--- src/rtl/cq_pkg.sv ---
package cq_pkg;

    localparam int ADDR_W = 64;
    localparam int PTR_W  = 12;
    localparam int DB_W   = 16;
    localparam int SC_W   = 15;
    localparam int QID_W  = 16;
    localparam int VEC_W  = 6;
    localparam int ESZ_W  = 4;
    localparam int STS_W  = SC_W + 1;

    typedef struct packed {
        logic [ADDR_W-1:0] base;
        logic [ESZ_W-1:0]  esz_log2;
        logic              ien;
        logic [VEC_W-1:0]  vector;
    } cq_cfg_t;

    typedef struct packed {
        logic [SC_W-1:0]  code;
        logic [QID_W-1:0] sqid;
        logic [QID_W-1:0] sqhead;
    } cq_push_t;

    typedef struct packed {
        logic [ADDR_W-1:0] addr;
        logic [STS_W-1:0]  status;
        logic [QID_W-1:0]  sqid;
        logic [QID_W-1:0]  sqhead;
    } cq_wr_t;

    function automatic logic [PTR_W-1:0] ring_step(input logic [PTR_W-1:0] p,
                                                   input logic [PTR_W-1:0] last);
        return (p == last) ? '0 : p + 1'b1;
    endfunction

    function automatic logic [STS_W-1:0] pack_status(input logic [SC_W-1:0] code,
                                                     input logic ph);
        return {code, ph};
    endfunction

    function automatic logic [ADDR_W-1:0] slot_addr(input logic [ADDR_W-1:0] base,
                                                    input logic [PTR_W-1:0]  idx,
                                                    input logic [ESZ_W-1:0]  esz);
        return base + (ADDR_W'(idx) << esz);
    endfunction

endpackage

--- src/rtl/cq_ring_ptrs.sv ---
module cq_ring_ptrs
    import cq_pkg::*;
(
    input  logic             clk,
    input  logic             rst,
    input  logic             cfg_load,
    input  logic [PTR_W-1:0] cfg_last,
    input  logic             advance,
    input  logic             db_valid,
    input  logic [DB_W-1:0]  db_val,
    output logic [PTR_W-1:0] tail,
    output logic             phase,
    output logic             configured,
    output logic             full,
    output logic             db_ok,
    output logic             db_gap
);

    logic [PTR_W-1:0] head;
    logic [PTR_W-1:0] last_q;
    logic [PTR_W-1:0] tail_nxt;

    always_comb begin
        full     = configured && (ring_step(tail, last_q) == head);
        tail_nxt = advance ? ring_step(tail, last_q) : tail;
        db_ok    = configured && !cfg_load && db_valid && (db_val <= DB_W'(last_q));
        db_gap   = (DB_W'(tail_nxt) != db_val);
    end

    always_ff @(posedge clk) begin
        if (rst) begin
            configured <= 1'b0;
            last_q     <= '0;
            tail       <= '0;
            head       <= '0;
            phase      <= 1'b1;
        end else if (cfg_load) begin
            configured <= 1'b1;
            last_q     <= cfg_last;
            tail       <= '0;
            head       <= '0;
            phase      <= 1'b1;
        end else begin
            if (advance) begin
                tail <= tail_nxt;
                if (tail == last_q) phase <= ~phase;
            end
            if (db_ok) head <= db_val[PTR_W-1:0];
        end
    end

    // leaving the last slot returns to slot 0 with the phase inverted
    a_r5_wrap_flips_phase: assert property (@(posedge clk) disable iff (rst)
        (advance && !cfg_load && tail == last_q) |=> (tail == '0 && phase != $past(phase)));

    // the producer never overruns the consumer
    a_r6_never_overrun: assert property (@(posedge clk) disable iff (rst)
        full |-> !advance);

    // an out-of-range doorbell leaves head untouched
    a_r7_oob_head_ignored: assert property (@(posedge clk) disable iff (rst)
        (db_valid && !cfg_load && db_val > DB_W'(last_q)) |=> $stable(head));

endmodule

--- src/rtl/cq_entry_fmt.sv ---
module cq_entry_fmt
    import cq_pkg::*;
(
    input  logic             clk,
    input  logic             rst,
    input  logic             accept,
    input  cq_cfg_t          cfg,
    input  logic [PTR_W-1:0] slot,
    input  logic             phase,
    input  cq_push_t         push,
    output logic             wr_valid,
    output cq_wr_t           wr
);

    always_ff @(posedge clk) begin
        if (rst) begin
            wr_valid <= 1'b0;
            wr       <= '0;
        end else begin
            wr_valid <= accept;
            if (accept) begin
                wr.addr   <= slot_addr(cfg.base, slot, cfg.esz_log2);
                wr.status <= pack_status(push.code, phase);
                wr.sqid   <= push.sqid;
                wr.sqhead <= push.sqhead;
            end
        end
    end

    // the emitted phase bit is the ring phase at acceptance
    a_r4_phase_in_status: assert property (@(posedge clk) disable iff (rst)
        wr_valid |-> (wr.status[0] == $past(phase)));

endmodule

--- src/rtl/cq_irq_gen.sv ---
module cq_irq_gen
    import cq_pkg::*;
(
    input  logic             clk,
    input  logic             rst,
    input  logic             accept,
    input  logic             ien,
    input  logic [VEC_W-1:0] vector,
    input  logic             db_ok,
    input  logic             db_gap,
    input  logic             was_full,
    output logic             irq_pulse,
    output logic [VEC_W-1:0] irq_vector,
    output logic             resume_pulse
);

    logic posted_q;
    logic batch_end;
    logic db_notify;

    always_comb begin
        batch_end = posted_q && !accept;
        db_notify = db_ok && db_gap;
    end

    always_ff @(posedge clk) begin
        if (rst) begin
            posted_q     <= 1'b0;
            irq_pulse    <= 1'b0;
            irq_vector   <= '0;
            resume_pulse <= 1'b0;
        end else begin
            posted_q     <= accept;
            irq_pulse    <= ien && (batch_end || db_notify);
            irq_vector   <= vector;
            resume_pulse <= db_ok && was_full;
        end
    end

    // no interrupt leaves while the queue has them disabled
    a_r10_irq_gated: assert property (@(posedge clk) disable iff (rst)
        irq_pulse |-> $past(ien));

    // a resume follows only an accepted doorbell
    a_r8_resume_after_db: assert property (@(posedge clk) disable iff (rst)
        resume_pulse |-> $past(db_ok));

endmodule

--- src/rtl/cq_ptr_mgr.sv ---
module cq_ptr_mgr
    import cq_pkg::*;
(
    input  logic              clk,
    input  logic              rst,
    input  logic              cfg_valid,
    input  logic [ADDR_W-1:0] cfg_base,
    input  logic [PTR_W-1:0]  cfg_qsize,
    input  logic [ESZ_W-1:0]  cfg_esz_log2,
    input  logic              cfg_ien,
    input  logic [VEC_W-1:0]  cfg_vector,
    input  logic              push_valid,
    output logic              push_ready,
    input  logic [SC_W-1:0]   push_code,
    input  logic [QID_W-1:0]  push_sqid,
    input  logic [QID_W-1:0]  push_sqhead,
    input  logic              db_valid,
    input  logic [DB_W-1:0]   db_head,
    output logic              wr_valid,
    output logic [ADDR_W-1:0] wr_addr,
    output logic [STS_W-1:0]  wr_status,
    output logic [QID_W-1:0]  wr_sqid,
    output logic [QID_W-1:0]  wr_sqhead,
    output logic              irq_pulse,
    output logic [VEC_W-1:0]  irq_vector,
    output logic              resume_pulse
);

    cq_cfg_t          cfg_q;
    cq_push_t         push_in;
    cq_wr_t           wr_req;
    logic [PTR_W-1:0] tail;
    logic             phase;
    logic             configured;
    logic             full;
    logic             db_ok;
    logic             db_gap;
    logic             accept;

    always_ff @(posedge clk) begin
        if (rst) begin
            cfg_q <= '0;
        end else if (cfg_valid) begin
            cfg_q.base     <= cfg_base;
            cfg_q.esz_log2 <= cfg_esz_log2;
            cfg_q.ien      <= cfg_ien;
            cfg_q.vector   <= cfg_vector;
        end
    end

    always_comb begin
        push_ready     = configured && !full && !cfg_valid;
        accept         = push_valid && push_ready;
        push_in.code   = push_code;
        push_in.sqid   = push_sqid;
        push_in.sqhead = push_sqhead;
        wr_addr        = wr_req.addr;
        wr_status      = wr_req.status;
        wr_sqid        = wr_req.sqid;
        wr_sqhead      = wr_req.sqhead;
    end

    cq_ring_ptrs u_ptrs (
        .clk        (clk),
        .rst        (rst),
        .cfg_load   (cfg_valid),
        .cfg_last   (cfg_qsize),
        .advance    (accept),
        .db_valid   (db_valid),
        .db_val     (db_head),
        .tail       (tail),
        .phase      (phase),
        .configured (configured),
        .full       (full),
        .db_ok      (db_ok),
        .db_gap     (db_gap)
    );

    cq_entry_fmt u_fmt (
        .clk      (clk),
        .rst      (rst),
        .accept   (accept),
        .cfg      (cfg_q),
        .slot     (tail),
        .phase    (phase),
        .push     (push_in),
        .wr_valid (wr_valid),
        .wr       (wr_req)
    );

    cq_irq_gen u_irq (
        .clk          (clk),
        .rst          (rst),
        .accept       (accept),
        .ien          (cfg_q.ien),
        .vector       (cfg_q.vector),
        .db_ok        (db_ok),
        .db_gap       (db_gap),
        .was_full     (full),
        .irq_pulse    (irq_pulse),
        .irq_vector   (irq_vector),
        .resume_pulse (resume_pulse)
    );

    // nothing is written while the ring is unconfigured
    a_r12_quiet_unconfigured: assert property (@(posedge clk) disable iff (rst)
        !configured |=> !wr_valid);

    // no completion is offered a slot before configuration
    a_r1_not_ready_unconfigured: assert property (@(posedge clk) disable iff (rst)
        !configured |-> !push_ready);

endmodule

--- config.mk ---
export PLATFORM = sky130hd
export DESIGN_NAME = cq_ptr_mgr
export DESIGN_NICKNAME = d
export VERILOG_FILES = /design/src/rtl/cq_pkg.sv /design/src/rtl/cq_ring_ptrs.sv /design/src/rtl/cq_entry_fmt.sv /design/src/rtl/cq_irq_gen.sv /design/src/rtl/cq_ptr_mgr.sv
export SDC_FILE = /design/constraint.sdc
export NUM_CORES = 1
export LEC_CHECK = 0
export CAP_MARGIN = 20
export CELL_PAD_IN_SITES_DETAIL_PLACEMENT = 1
export CELL_PAD_IN_SITES_GLOBAL_PLACEMENT = 1
export CORE_MARGIN = 10
export CORE_UTILIZATION = 30
export CTS_CLUSTER_DIAMETER = 150
export DETAILED_ROUTE_END_ITERATION = 8
export PLACE_DENSITY_LB_ADDON = 0.08
export SLEW_MARGIN = 20
export SYNTH_ARGS = -nofsm -noshare
export SYNTH_HDL_FRONTEND = slang
export SYNTH_SLANG_ARGS = --single-unit
--- constraint.sdc ---
create_clock -name clk -period 5.65 [get_ports clk]
set_clock_uncertainty 0.2 [all_clocks]
set_input_delay 1.4125 -clock clk [delete_from_list [all_inputs] [get_ports clk]]
set_output_delay 1.4125 -clock clk [all_outputs]
set_load 0.02 [all_outputs]
Word level (Yosys, flattened, before mapping)
Cells that the tools add are included.
{ "op_classes": {"mux": 2, "eq_ne": 3, "n_lt_le_gt_ge": 1, "n_shift": 1, "bitwise": 1, "n_addsub": 2, "n_reduce_logical": 17} }
{ "op_table": {"columns": ["operator", "n"], "rows": [
  ["64-bit adder", 1],
  ["12-bit by 4-bit left shift with 64-bit output", 1],
  ["12-bit equality test", 2],
  ["12-bit two-way mux", 2],
  ["16-bit by 12-bit <= comparator with 1-bit output", 1],
  ["12-bit by 16-bit inequality test with 1-bit output", 1],
  ["12-bit by 1-bit adder with 12-bit output, second input constant", 1],
  ["1-bit logical AND", 11],
  ["1-bit zero test", 3],
  ["2-bit AND reduction", 1],
  ["2-bit OR reduction", 1],
  ["1-bit logical OR", 1],
  ["1-bit NOT", 1]
]} }
{ "totals": {"in_bits": 155, "ff_bits": 234, "out_inout_bits": 122, "elab_cells": 44} }

Longest topological paths before layout
{ "logic_depth": {"depth_word": 13, "depth_mapped": 21, "mapped_depth_nobuf": 19} }

Hierarchy
Synthesis repeated with hierarchy kept, for this count alone.
{ "hier_totals": {"cells_unflattened": 1588, "hier_area_um2": 13410.4} }
{ "by_module_without_submodules": {"columns": ["module", "seq_area_each_um2", "area_each_um2", "instances", "cells_per_inst"], "rows": [
  ["cq_entry_fmt", 2262.2, 7302.0, 1, 923],
  ["cq_ring_ptrs", 760.7, 3130.5, 1, 399],
  ["cq_ptr_mgr", 1501.4, 2708.8, 1, 244],
  ["cq_irq_gen", 180.2, 269.0, 1, 22]
]} }

Worst setup path after synthesis
Ideal clock, no wire load.
{ "synth_timing": {"path_kind": "flip-flop to flip-flop", "start": "register cfg_q[8] (netlist name)", "end": "register u_fmt.wr[111] (netlist name)", "path_stages_with_launch": 22, "t_arrival_ns": 4.175, "required_ns": 5.364, "setup_ns": 0.086, "slack_ns": 1.189, "synth_period_minus_slack_ns": 4.461, "path_buffers": 3, "path_cell_list": "dfxtp_1 > clkbuf_1 > clkbuf_1 > mux2i_1 > nand2_1 > o21ai_0 > mux2i_1 > nor2_1 > a21oi_1 > ha_1 > a21o_1 > a21oi_1 > o21bai_1 > a21oi_1 > o21ai_0 > a2111oi_0 > nand4_1 > nand4_1 > clkbuf_1 > nor4_1 > xnor2_1 > a211oi_1"} }
{ "synth_via": {"elab_chain_len": 2} }
{ "synth_lines": {"columns": ["item", "line_no", "source"], "rows": [
  ["start, declared", "cq_ptr_mgr.sv:29", "cq_cfg_t cfg_q;"],
  ["12-bit by 4-bit left shift with 64-bit output", "cq_pkg.sv:45", "return base + (ADDR_W'(idx) << esz);"],
  ["64-bit adder", "cq_pkg.sv:45", null],
  ["end, declared", "cq_entry_fmt.sv:12", "output cq_wr_t wr"]
]} }
Every way passes these cells.
A chain may end at the register's enable or synchronous reset.

Worst setup path in the final report
{ "layout_timing": {"start": "register u_ptrs.tail[1]", "end": "output port push_ready"} }
{ "layout_via": {"elab_chain_len": 7, "elab_cells_between_ends": 8, "cone_classes": "add/sub (1); eq/ne (2); mux (1); reduce/logical (4)"} }
{ "layout_lines": {"columns": ["item", "line_no", "source"], "rows": [
  ["start, declared", "cq_ring_ptrs.sv:11", "output logic [PTR_W-1:0] tail,"],
  ["start signal, assigned", "cq_ring_ptrs.sv:45", "tail <= tail_nxt;"],
  ["12-bit by 1-bit adder with 12-bit output / 12-bit equality test (equally long branches)", "cq_pkg.sv:34", "return (p == last) ? '0 : p + 1'b1;"],
  ["12-bit two-way mux (*)", "cq_pkg.sv:34", null],
  ["12-bit equality test (*)", "cq_ring_ptrs.sv:24", "full = configured && (ring_step(tail, last_q) == head);"],
  ["1-bit logical AND (*)", "cq_ring_ptrs.sv:24", null],
  ["1-bit zero test (*)", "cq_ptr_mgr.sv:52", "push_ready = configured && !full && !cfg_valid;"],
  ["1-bit logical AND (*) (2 in series)", "cq_ptr_mgr.sv:52", null],
  ["end, declared", "cq_ptr_mgr.sv:13", "output logic push_ready,"]
]} }
Every way passes the cells marked *; elsewhere a longest branch is shown, timed or not.

==> run summary <==
OUTCOME
--------------------------------------------------------------------------------------
Run status                                                                   completed

FLOORPLAN
--------------------------------------------------------------------------------------
Placeable Area                                                              0.0407 mm2
Die footprint                                                               0.0495 mm2
Die W                                                                           223 um
Effective utilization at floorplan                                               30.2%
Die Y                                                                           223 um
I/O Pins                                                                           277
Count of standard-cell rows                                                         74

SYNTHESIS
--------------------------------------------------------------------------------------
Number of enable flip-flop cells after synthesis                                     0
Synth warn                                                                           0
Portion of the post-synthesis area used by sequential elements                   38.1%
Per-instance average area after synthesis                                     8.27 um2
Biggest area contributors in the synthesized netlist                      sky130_fd_sc_hd__dfxtp_1, sky130_fd_sc_hd__mux2i_1, sky130_fd_sc_hd__nand2_1
Cell type with the largest total area after synthesis                     sky130_fd_sc_hd__dfxtp_1
Most common flop cell mapped by yosys                                     sky130_fd_sc_hd__dfxtp_1
Post-synthesis net count                                                          1685
Proportion of synthesized flip-flops having asynchronous set or reset               0%
Synth Register Bits                                                                234
Post-synthesis instance area                                                0.0123 mm2
Post-synth cell types                                                               78
Yosys top cell area share                                                        38.1%
Instance count of the mapped netlist                                              1489

CTS
--------------------------------------------------------------------------------------
Skew-Pair Late Insertion Delay                                                  580 ps
CTS Root Cell                                                             sky130_fd_sc_hd__clkbuf_16
Cts bufs inserted                                                                   30
Clock buffer depth                                                                   3
Deepest level of the CTS H-tree                                                      1
Number of clock sinks                                                              234
Hold-fix buffers at CTS                                                              0
Clock tree from TritonCTS                                                        built
Clock slew at the register clock pins of the worst setup and hold paths          60 ps

PLACEMENT
--------------------------------------------------------------------------------------
Number of buffers added on ports                                                   276
RD Place Congestion                                                              0.856
Hpwl dp                                                                        33.5 mm
Post-place instance area                                                    0.0155 mm2

STA
--------------------------------------------------------------------------------------
Minimum clock period                                                           5240 ps
Tightest Pin Transition                                                         871 ps
Unrepaired setup endpoints after global routing                                     no
Number of max-slew violations in the final report                                    0
Achievable frequency                                                           191 MHz
Endpoints failing setup                                                              0
Fin crit share                                                                   92.8%
Slew margin rel.                                                                 41.9%
Summed negative setup slack over all endpoints                                    0 ps
Total count of hold-check failures in the final report                               0

DRT
--------------------------------------------------------------------------------------
DRC violation total after the first TritonRoute iteration                          620
Number of nets with antenna violations after routing                                 0
Vias                                                                             11.4k
Total detailed-routing wirelength                                              45.2 mm
First-pass iteration count of the detailed router                                    5
Mean routed wirelength per cell                                                19.8 um
Number of vias per cell                                                           4.99
Post-route DRC                                                                       0

FLOW RUN
--------------------------------------------------------------------------------------
# Max-Cap Violations                                                                 0

FINISH
--------------------------------------------------------------------------------------
Total non-filler cell area in the finished layout                           0.0165 mm2
Fraction of layout instances using a drive strength above 1                      6.30%
Diode count                                                                          0
Final design utilization                                                         40.6%
Number of nets in the final layout                                                1922
Area growth from synthesis to layout                                             34.4%
Number of fillers in the final layout                                             4765

PWR
--------------------------------------------------------------------------------------
Ratio of total power to cell area                                           256 mW/mm2
Pleak                                                                          6.26 nW
Peak ir drop on the vdd network                                               0.219 mV

SETUP PATH
--------------------------------------------------------------------------------------
Worst-path cell chain                                                     ha_2 -> nand3_4 -> o31a_1 -> or4_1 -> a2111oi_1 -> o22a_1 -> and3_4 -> nand2_1 -> and2_1 -> dlymetal6s2s_1
Worst setup path category                                                 flip-flop to output port
Worst endpoint data arrival time                                               3630 ps
Crit-path slowest cell                                                    sky130_fd_sc_hd__or4_1
Startpoint type of the worst setup path                                      flip-flop
CP top delay family                                                       simple AND/OR/NAND/NOR gates
CP Data Required Time                                                          4040 ps
Largest fanout on the critical path                                                  7
Bufs and invs on worst path                                                          1
Critical Path Max Stage Delay                                                   500 ps
Element type at the critical path end                                      output port

GLOBAL ROUTE
--------------------------------------------------------------------------------------
Met3 global-route usage                                                          3.54%
Pin count of the biggest net entering global routing                               121
Number of global-route vias before repair                                        11.8k
Sum of overflow across all layers after global routing                               0
Global-route wire length before repair                                         69.9 mm
GRT Total Usage                                                                  17.4%
Met1 routing resource usage after global routing                                 23.6%
Top Usage Layer GRT                                                               met2
Met2 layer usage reported by global route                                        28.0%
Initial antenna violation count                                                      1

WORST HOLD PATH
--------------------------------------------------------------------------------------
Worst Hold Class                                                          flip-flop to flip-flop

==> cell type report <==
type                    instances  area [um2]  area share (%)
clock buffers                  46         922            5.57
clock inverters                 7        63.8           0.386
inverters                      36         135           0.817
multi-input cells            1121        7070            42.7
flip-flops and latches        234        4690            28.4
well taps                     532         666            4.02
repair buffers                303        3000            18.1
==> metrics by stage <==
stage | total power, W | hold WS, ps | setup slack (ps) | std cells
2_1_floorplan | 0.00210 | 237 | 1190 | 1489
3_3_place_gp | 0.00237 | 241 | 503 | 2226
3_5_place_dp | 0.00238 | 247 | 330 | 2226
4_1_cts | 0.00432 | 255 | 6.42 | 2279
5_1_grt | 0.00444 | 275 | 76.3 | 2279
6_report | 0.00424 | 252 | 409 | 2279
==> tightest hold or removal path, cell delays in order (launching register included) <==
cell and delay (ps):
sky130_fd_sc_hd__dfxtp_1 300, sky130_fd_sc_hd__nand2_1 50, sky130_fd_sc_hd__a21oi_1 50
==> report_power, final <==
part	internal, W	switching (W)
Combinational	0.000274	0.000282
Sequential	0.00172	0.0000601
Clock	0.00115	0.000750
==> synthesized netlist by cell type (4+ instances only) <==
library cell / count
sky130_fd_sc_hd__dfxtp_1: 234
sky130_fd_sc_hd__nand2_1: 192
sky130_fd_sc_hd__nor2_1: 183
sky130_fd_sc_hd__a21oi_1: 119
sky130_fd_sc_hd__mux2i_1: 100
sky130_fd_sc_hd__clkbuf_1: 60
sky130_fd_sc_hd__o21ai_0: 59
sky130_fd_sc_hd__xnor2_1: 52
sky130_fd_sc_hd__ha_1: 40
sky130_fd_sc_hd__a211oi_1: 37
sky130_fd_sc_hd__inv_1: 36
sky130_fd_sc_hd__nand3_1: 36
sky130_fd_sc_hd__xor2_1: 35
sky130_fd_sc_hd__nor3_1: 30
sky130_fd_sc_hd__and3_1: 20
sky130_fd_sc_hd__buf_2: 18
sky130_fd_sc_hd__a21o_1: 16
sky130_fd_sc_hd__nor2b_1: 16
sky130_fd_sc_hd__or3_1: 15
sky130_fd_sc_hd__nand4_1: 14
sky130_fd_sc_hd__o21a_1: 13
sky130_fd_sc_hd__a31oi_1: 11
sky130_fd_sc_hd__nand2b_1: 11
sky130_fd_sc_hd__and2_1: 10
sky130_fd_sc_hd__buf_4: 9
sky130_fd_sc_hd__mux2_2: 9
sky130_fd_sc_hd__nor4_1: 9
sky130_fd_sc_hd__a311oi_1: 8
sky130_fd_sc_hd__buf_1: 8
sky130_fd_sc_hd__nor3b_1: 5
sky130_fd_sc_hd__o31a_1: 5
sky130_fd_sc_hd__a2111oi_0: 4
sky130_fd_sc_hd__a22oi_1: 4
sky130_fd_sc_hd__o211ai_1: 4
sky130_fd_sc_hd__o21bai_1: 4
sky130_fd_sc_hd__or2_2: 4
==> logic make-up after synthesis <==
| group | after synthesis | share of synthesized area, % |
|---|---|---|
| buffers and inverters | 134 | 4.73 |
| xor gates and xnor gates | 89 | 6.56 |
| AOI/OAI and AO/OA | 315 | 16.2 |
| muxes | 109 | 8.96 |
| DFF | 234 | 38.1 |
| and+or+nand+nor | 567 | 21.3 |
| adders and majority gates | 41 | 4.23 |
==> sequential cells by signal (all words and copies together), names as in the netlist <==
| name | count |
|---|---|
| u_irq.irq_vector | 6 |
| u_ptrs.head | 12 |
| cfg_q | 75 |
| u_irq.irq_pulse | 1 |
| u_ptrs.last_q | 12 |
| u_irq.posted_q | 1 |
| u_irq.resume_pulse | 1 |
| u_ptrs.phase | 1 |
| u_ptrs.tail | 12 |
| u_ptrs.configured | 1 |
| u_fmt.wr | 112 |
==> worst paths after layout <==
kind                                             startpoint                        end  slack, ps  depth (start not counted)
worst min register to register    u_fmt.wr[42]$_SDFFE_PP0N_  u_fmt.wr[42]$_SDFFE_PP0N_        250                          2
worst min-delay path              u_fmt.wr[42]$_SDFFE_PP0N_  u_fmt.wr[42]$_SDFFE_PP0N_        250                          2
worst max register to register        cfg_q[8]$_SDFFE_PP0P_  u_fmt.wr[95]$_SDFFE_PP0N_        560                         19
worst max-delay path            u_ptrs.tail[1]$_SDFFE_PP0N_                 push_ready        410                         10
==> repair_timing <==
item                                    4_1_cts  5_1_grt
endpoints found under the setup margin        1        1
resized for setup                             5        4
pin swaps                                     0        0
gates cloned                                  0        0
setup buffers                                 0        0
endpoints found under the hold margin         0        0
==> cell usage in the layout (no fill, tap or decap), drive strengths merged, types with 5 or more instances in the layout <==
cell type / instances
clkdlybuf4s50: 273
dfxtp: 234
nand2: 192
nor2: 183
a21oi: 120
mux2i: 100
o21ai: 60
xnor2: 52
clkbuf: 46
ha: 40
a211oi: 38
nand3: 38
inv: 36
xor2: 35
nor3: 30
buf: 29
and3: 21
nor2b: 16
a21o: 16
or3: 15
nand4: 15
o21a: 13
a31oi: 11
nand2b: 11
and2: 11
mux2: 9
nor4: 9
a311oi: 8
clkinv: 6
or2: 6
o31a: 5
nor3b: 5
a2111oi: 5
==> layer usage <==
layer	vias up	part of all wire, %
li1	5654	-
met1	5440	48
met2	232	45
met3	54	4.6
met4	2	2.0
met5	-	0.029
(Power assumes the default switching activity.)
